===== config.mk =====
export PLATFORM = sky130hd
export DESIGN_NAME = cntr_timer
export DESIGN_NICKNAME = d
export VERILOG_FILES = /design/src/rtl/cntr_timer_pkg.sv /design/src/rtl/ct_edge_det.sv /design/src/rtl/ct_prescale.sv /design/src/rtl/ct_src_sel.sv /design/src/rtl/ct_core.sv /design/src/rtl/cntr_timer.sv
export SDC_FILE = /design/constraint.sdc
export NUM_CORES = 1
export LEC_CHECK = 0
export BUFFER_PORTS_ARGS = -buffer_cell sky130_fd_sc_hd__buf_2
export CORE_MARGIN = 5
export CORE_UTILIZATION = 58
export CTS_CLUSTER_SIZE = 16
export DETAILED_ROUTE_END_ITERATION = 6
export PLACE_DENSITY = 0.75
export SLEW_MARGIN = 15
export SYNTH_ARGS = -nofsm -noshare
export SYNTH_HDL_FRONTEND = slang
export SYNTH_SLANG_ARGS = --single-unit

===== constraint.sdc =====
create_clock -name clk_i -period 2.5 [get_ports clk_i]
set_input_delay 0 -clock clk_i [delete_from_list [all_inputs] [get_ports clk_i]]
set_output_delay 0 -clock clk_i [all_outputs]
set_load 0.02 [all_outputs]

===== src/rtl/cntr_timer_pkg.sv =====
package cntr_timer_pkg;

  localparam int unsigned NUM_SRC = 4;

  typedef enum logic [1:0] {
    SRC_EXT  = 2'd0,
    SRC_TXA  = 2'd1,
    SRC_TXB  = 2'd2,
    SRC_XTAL = 2'd3
  } src_e;

  typedef struct packed {
    logic timer;
    src_e src;
    logic div16;
  } mode_dec_t;

  function automatic mode_dec_t decode_mode(input logic [2:0] m);
    mode_dec_t d;
    d.timer = m[2];
    unique case (m)
      3'b000:  begin d.src = SRC_EXT;  d.div16 = 1'b0; end
      3'b001:  begin d.src = SRC_TXA;  d.div16 = 1'b0; end
      3'b010:  begin d.src = SRC_TXB;  d.div16 = 1'b0; end
      3'b011:  begin d.src = SRC_XTAL; d.div16 = 1'b1; end
      3'b100:  begin d.src = SRC_EXT;  d.div16 = 1'b0; end
      3'b101:  begin d.src = SRC_EXT;  d.div16 = 1'b1; end
      3'b110:  begin d.src = SRC_XTAL; d.div16 = 1'b0; end
      default: begin d.src = SRC_XTAL; d.div16 = 1'b1; end
    endcase
    return d;
  endfunction

endpackage


===== src/rtl/ct_edge_det.sv =====
module ct_edge_det #(
  parameter int unsigned N = 4
) (
  input  logic         clk_i,
  input  logic         rst_ni,
  input  logic [N-1:0] lvl_i,
  output logic [N-1:0] rise_o
);

  logic [N-1:0] prev_q;
  logic [N-1:0] prev_d;

  always_comb begin
    prev_d = lvl_i;
  end

  always_ff @(posedge clk_i or negedge rst_ni) begin
    if (!rst_ni) begin
      prev_q <= '0;
    end else begin
      prev_q <= prev_d;
    end
  end

  assign rise_o = lvl_i & ~prev_q;

endmodule


===== src/rtl/ct_prescale.sv =====
module ct_prescale #(
  parameter int unsigned PRE_W = 4
) (
  input  logic clk_i,
  input  logic rst_ni,
  input  logic clr_i,
  input  logic edge_i,
  output logic tick_o
);

  localparam logic [PRE_W-1:0] LAST = {PRE_W{1'b1}};

  logic [PRE_W-1:0] cnt_q;
  logic [PRE_W-1:0] cnt_d;
  logic             cnt_en;

  always_comb begin
    cnt_en = clr_i | edge_i;
    if (clr_i) begin
      cnt_d = '0;
    end else begin
      cnt_d = cnt_q + 1'b1;
    end
  end

  always_ff @(posedge clk_i or negedge rst_ni) begin
    if (!rst_ni) begin
      cnt_q <= '0;
    end else if (cnt_en) begin
      cnt_q <= cnt_d;
    end
  end

  assign tick_o = edge_i & ~clr_i & (cnt_q == LAST);

endmodule


===== src/rtl/ct_src_sel.sv =====
module ct_src_sel
  import cntr_timer_pkg::*;
#(
  parameter int unsigned PRE_W = 4
) (
  input  logic               clk_i,
  input  logic               rst_ni,
  input  logic [NUM_SRC-1:0] lvl_i,
  input  logic [2:0]         mode_i,
  output logic               tick_o,
  output logic               timer_o
);

  logic [NUM_SRC-1:0] rise;
  logic [NUM_SRC-1:0] div_tick;
  logic [2:0]         mode_q;
  logic [2:0]         mode_d;
  logic               mode_chg;
  mode_dec_t          dec;

  ct_edge_det #(.N(NUM_SRC)) u_edge (
    .clk_i  (clk_i),
    .rst_ni (rst_ni),
    .lvl_i  (lvl_i),
    .rise_o (rise)
  );

  always_comb begin
    mode_d   = mode_i;
    mode_chg = (mode_i != mode_q);
    dec      = decode_mode(mode_i);
  end

  always_ff @(posedge clk_i or negedge rst_ni) begin
    if (!rst_ni) begin
      mode_q <= '0;
    end else begin
      mode_q <= mode_d;
    end
  end

  for (genvar g = 0; g < NUM_SRC; g++) begin : g_pre
    if (g == int'(SRC_EXT) || g == int'(SRC_XTAL)) begin : g_on
      ct_prescale #(.PRE_W(PRE_W)) u_pre (
        .clk_i  (clk_i),
        .rst_ni (rst_ni),
        .clr_i  (mode_chg),
        .edge_i (rise[g]),
        .tick_o (div_tick[g])
      );
    end else begin : g_off
      assign div_tick[g] = 1'b0;
    end
  end

  always_comb begin
    if (dec.div16) begin
      tick_o = div_tick[dec.src];
    end else begin
      tick_o = rise[dec.src];
    end
    timer_o = dec.timer;
  end

endmodule


===== src/rtl/ct_core.sv =====
module ct_core #(
  parameter int unsigned CNT_W = 16
) (
  input  logic             clk_i,
  input  logic             rst_ni,
  input  logic             tick_i,
  input  logic             timer_i,
  input  logic [CNT_W-1:0] preload_i,
  input  logic             start_i,
  input  logic             stop_i,
  output logic             wave_o,
  output logic             ready_o
);

  localparam logic [CNT_W-1:0] ONE = {{(CNT_W-1){1'b0}}, 1'b1};

  logic [CNT_W-1:0] cnt_q, cnt_d;
  logic [CNT_W-1:0] rel_q, rel_d;
  logic             run_q, run_d;
  logic             wave_q, wave_d;
  logic             rdy_q, rdy_d;
  logic             at_term;

  always_comb begin
    cnt_d   = cnt_q;
    rel_d   = rel_q;
    run_d   = run_q;
    wave_d  = wave_q;
    rdy_d   = rdy_q;
    at_term = (cnt_q == ONE);
    if (stop_i) begin
      run_d  = 1'b0;
      wave_d = 1'b1;
      rdy_d  = 1'b0;
    end else if (start_i) begin
      cnt_d  = preload_i;
      rel_d  = preload_i;
      run_d  = 1'b1;
      wave_d = 1'b1;
    end else if (run_q && tick_i) begin
      if (at_term) begin
        rdy_d = 1'b1;
        if (timer_i) begin
          cnt_d  = rel_q;
          wave_d = ~wave_q;
        end else begin
          cnt_d  = '0;
          wave_d = 1'b0;
        end
      end else begin
        cnt_d = cnt_q - ONE;
      end
    end
  end

  always_ff @(posedge clk_i or negedge rst_ni) begin
    if (!rst_ni) begin
      cnt_q  <= '0;
      rel_q  <= '0;
      run_q  <= 1'b0;
      wave_q <= 1'b1;
      rdy_q  <= 1'b0;
    end else begin
      cnt_q  <= cnt_d;
      rel_q  <= rel_d;
      run_q  <= run_d;
      wave_q <= wave_d;
      rdy_q  <= rdy_d;
    end
  end

  assign wave_o  = wave_q;
  assign ready_o = rdy_q;

endmodule


===== src/rtl/cntr_timer.sv =====
module cntr_timer
  import cntr_timer_pkg::*;
#(
  parameter int unsigned CNT_W = 16,
  parameter int unsigned PRE_W = 4
) (
  input  logic             clk_i,
  input  logic             rst_ni,
  input  logic             ext_lvl_i,
  input  logic             txa_lvl_i,
  input  logic             txb_lvl_i,
  input  logic             xtal_lvl_i,
  input  logic [2:0]       mode_i,
  input  logic [CNT_W-1:0] preload_i,
  input  logic             start_i,
  input  logic             stop_i,
  output logic             wave_o,
  output logic             ready_o
);

  logic [NUM_SRC-1:0] lvl;
  logic               sel_tick;
  logic               sel_timer;

  always_comb begin
    lvl[SRC_EXT]  = ext_lvl_i;
    lvl[SRC_TXA]  = txa_lvl_i;
    lvl[SRC_TXB]  = txb_lvl_i;
    lvl[SRC_XTAL] = xtal_lvl_i;
  end

  ct_src_sel #(.PRE_W(PRE_W)) u_sel (
    .clk_i   (clk_i),
    .rst_ni  (rst_ni),
    .lvl_i   (lvl),
    .mode_i  (mode_i),
    .tick_o  (sel_tick),
    .timer_o (sel_timer)
  );

  ct_core #(.CNT_W(CNT_W)) u_core (
    .clk_i     (clk_i),
    .rst_ni    (rst_ni),
    .tick_i    (sel_tick),
    .timer_i   (sel_timer),
    .preload_i (preload_i),
    .start_i   (start_i),
    .stop_i    (stop_i),
    .wave_o    (wave_o),
    .ready_o   (ready_o)
  );

endmodule


==> impl_metrics.csv <==
group,metric,value,unit
synthesis,ys_seq_area_share,45.9,%
floorplanning,rows,25,
sta,final_hold_viol_count,0,
critical_path,cp-end-kind,"register",
global_route,grt_overflow,0,
clock_tree,numCtsBuffers,5,
clock_tree,htreeDepth,2,
synthesis,avgSynthCellArea,10.2,sq um
synthesis,ys_async_sr_fraction,100,%
synthesis,syn_area,0.00273,sq mm
placement,globalplace.congestion,0.852,
pwr,pwr_density_cell,596,mW/mm^2
sta,tns,0,ps
floorplanning,fp.coreArea,0.00466,sq mm
floorplanning,die_h,78.6,um
synthesis,yosysTopAreaCell,"dfrtp_1",
detailed_routing,remaining_drc_errors,0,
clock_tree,clkSlewWorstSetupHoldPaths,90,ps
detailed_routing,vias,2239,
floorplanning,io-pin-count,29,
finish,register_area,0.00125,sq mm
critical_path,cp_max_fo,16,
hold_path,holdPathStages,1,
hold_path,min_path_type,"input port to register",
synthesis,syn-num-nets,299,
detailed_routing,drt_wl_total,6.07,mm
synthesis,yosys_warnings,0,
global_route,grt_start_max_net_pins,35,
sta,max_freq,462,MHz
clock_tree,cts_max_path_buffers,2,
clock_tree,cts_tree,"yes",
finish,areaGrowthSynthToFinish,20.9,%
pwr,p_leak,0.00138,uW
floorplanning,start_util,58.6,%
critical_path,crit_family,"simple AND/OR/NAND/NOR gates",
placement,port_buffers,28,
synthesis,synth_ff_type,"dfrtp_1",
critical_path,path_depth,7,
sta,drv_slew,0,
synthesis,synth_area_leaders,"dfrtp_1 45%, mux2_2 4.9%, mux2_1 3.7%, nor2_1 3.2%, nand2_1 2.9%",
clock_tree,cts_resized,0,
clock_tree,root_buffer,"clkbuf_8",
critical_path,path_buf_inv,1,
synthesis,synthCells,268,
synthesis,ys_top_cells_by_count,"49 x dfrtp_1, 23 x nor2_1, 21 x nand2_1",
status,status,"completed",
finish,multi_input_area,0.00139,sq mm
detailed_routing,drt_iter0_drc,135,
floorplanning,die_x,78.6,um
job,cap_violations,0,
placement,dp_hpwl,4.10,mm
global_route,antenna_found_initial,0,
detailed_routing,dr.pass1.iters,4,
sta,max-slew-margin-rel,65.6,%
critical_path,slowest_delay,560,ps
sta,timing.hold.ws,65.3,ps
synthesis,synth_cell_types,54,
synthesis,synth.most_common_cell,"dfrtp_1",
synthesis,synth_enable_flop_cells,0,
global_route,grt_pass1_wl,10.4,mm
detailed_routing,avgViaCountPerCell,5.91,
sta,finalCritPeriodShare,86.6,%
finish,drive_above_1_share,19.7,%
global_route,grt_pass1_vias,2218,
finish,fill_cells,363,
finish,final_nets,355,
synthesis,synth_top_area_share,44.9,%
finish,n_antenna_cell,0,
sta,rsz0062_at_grt,"no",
clock_tree,clk_latency,310,ps
critical_path,setup.worst_path.class,"register to register",
critical_path,required,2700,ps
global_route,grt_use_total,21.4,%
floorplanning,dieArea,0.00618,sq mm
detailed_routing,ant_nets,0,
sta,setup_viol,0,
critical_path,cpMaxStageDelayCell,"and4_1",
synthesis,ys_ff_latch,50,
pwr,vdd_ir_drop_max,0.328,mV
sta,period_minus_slack,2160,ps
sta,worstMarginPinSlew,517,ps
critical_path,reg2regPathDepth,7,
critical_path,cp.arrival,2360,ps
critical_path,path_cells,"inv_1 > ha_1 > nor4b_1 > and4_1 > a21oi_1 > a22o_1 > mux2_2",
critical_path,r2r_setup_slack,340,ps
critical_path,start_kind,"register",
clock_tree,cts_sinks,50,
sta,fin_worst_skew,6.18,ps
detailed_routing,post_drt_wl_per_cell,16.0,um
[where the power goes]
part	leakage, uW	total, uW	internal [uW]	switching (uW)
logic	0.000725	404	211	193
clock network	0.0000575	540	280	260
registers	0.000601	1020	907	117
total	0.00138	1970	1400	571
[flip-flops by register name, summed over array words and instances (netlist names)]
signal / flops
u_sel.g_pre.g_on.u_pre.cnt_q: 8
u_sel.mode_q: 3
u_sel.u_edge.prev_q: 4
u_core.rel_q: 16
u_core.ready_o: 1
u_core.run_q: 1
u_core.cnt_q: 16
u_core.wave_o: 1
[final cells by class]
type	count	share of cell area [%]
sequential	50	37.9
timing repair buffer	63	14.0
tap	54	2.05
inverter	6	0.682
multi-input combinational	198	42.0
clock buffer	8	3.33
[metal layers]
| metal | part of all wire [%] | up-vias | track usage, % |
|---|---|---|---|
| li1 | - | 1097 | - |
| met1 | 43 | 1082 | 27.2 |
| met2 | 51 | 51 | 36.3 |
| met3 | 4.5 | 9 | 3.90 |
| met4 | 1.8 | 0 | 7.69 |
| met5 | 0 | - | 0 |
[final timing paths]
| check | startpoint | endpoint |
|---|---|---|
| worst min register to register | u_core.rel_q[9]$_DFFE_PN0P_ | u_core.rel_q[9]$_DFFE_PN0P_ |
| min in group asynchronous | rst_ni | u_core.rel_q[13]$_DFFE_PN0P_ |
| worst min-delay path | mode_i[2] | u_sel.mode_q[2]$_DFF_PN0_ |
| max in group asynchronous | rst_ni | u_core.wave_o$_DFFE_PN1P_ |
| worst max-delay path | u_core.cnt_q[1]$_DFFE_PN0P_ | u_core.cnt_q[9]$_DFFE_PN0P_ |
| worst max register to register | u_core.cnt_q[1]$_DFFE_PN0P_ | u_core.cnt_q[9]$_DFFE_PN0P_ |
[logic make-up after synthesis]
group,share of synthesized area (%)
DFF,45.9
adders and majority gates,1.83
muxes,9.39
buffers and inverters,3.39
AOI/OAI and AO/OA,15.5
xor gates and xnor gates,4.49
and+or+nand+nor,19.5
[placed cells by master, fill, tap and decap left out, types with 4 or more instances in the layout]
cell type      netlist  layout
a21oi_1             12      12
a31oi_1             12      12
buf_2                5      28
buf_4                3      11
clkbuf_8             0       8
dfrtp_1             49      49
dlygate4sd3_1        0      24
ha_1                 4       4
inv_1                6       6
mux2_1               9       9
mux2_2              12      12
nand2_1             21      21
nand2b_1             6       6
nand3_1              9       9
nand3b_1             4       4
nand4_1              5       5
nor2_1              23      23
nor2b_1              4       4
o211ai_1             7       7
o21ai_1              6       6
o31ai_1              4       4
xnor2_1              5       5
xor2_1               9       9
[metrics by stage]
step	util [%]	power, uW	setup slack, ps	cells	area [sq um]
2_1_floorplan	-	1280	513	268	2730
3_3_place_gp	63.3	1390	396	347	2950
3_5_place_dp	63.3	1410	369	347	2950
4_1_cts	70.8	1980	367	379	3300
5_1_grt	70.8	2080	76.8	379	3300
6_report	70.8	1970	336	379	3300
[what timing repair did]
| action | CTS | global route |
|---|---|---|
| hold buffers | 24 | 0 |
| endpoints found under the hold margin | 44 | 0 |
| setup buffers | 0 | 0 |
Note: power is estimated with default switching activity, not from simulation.
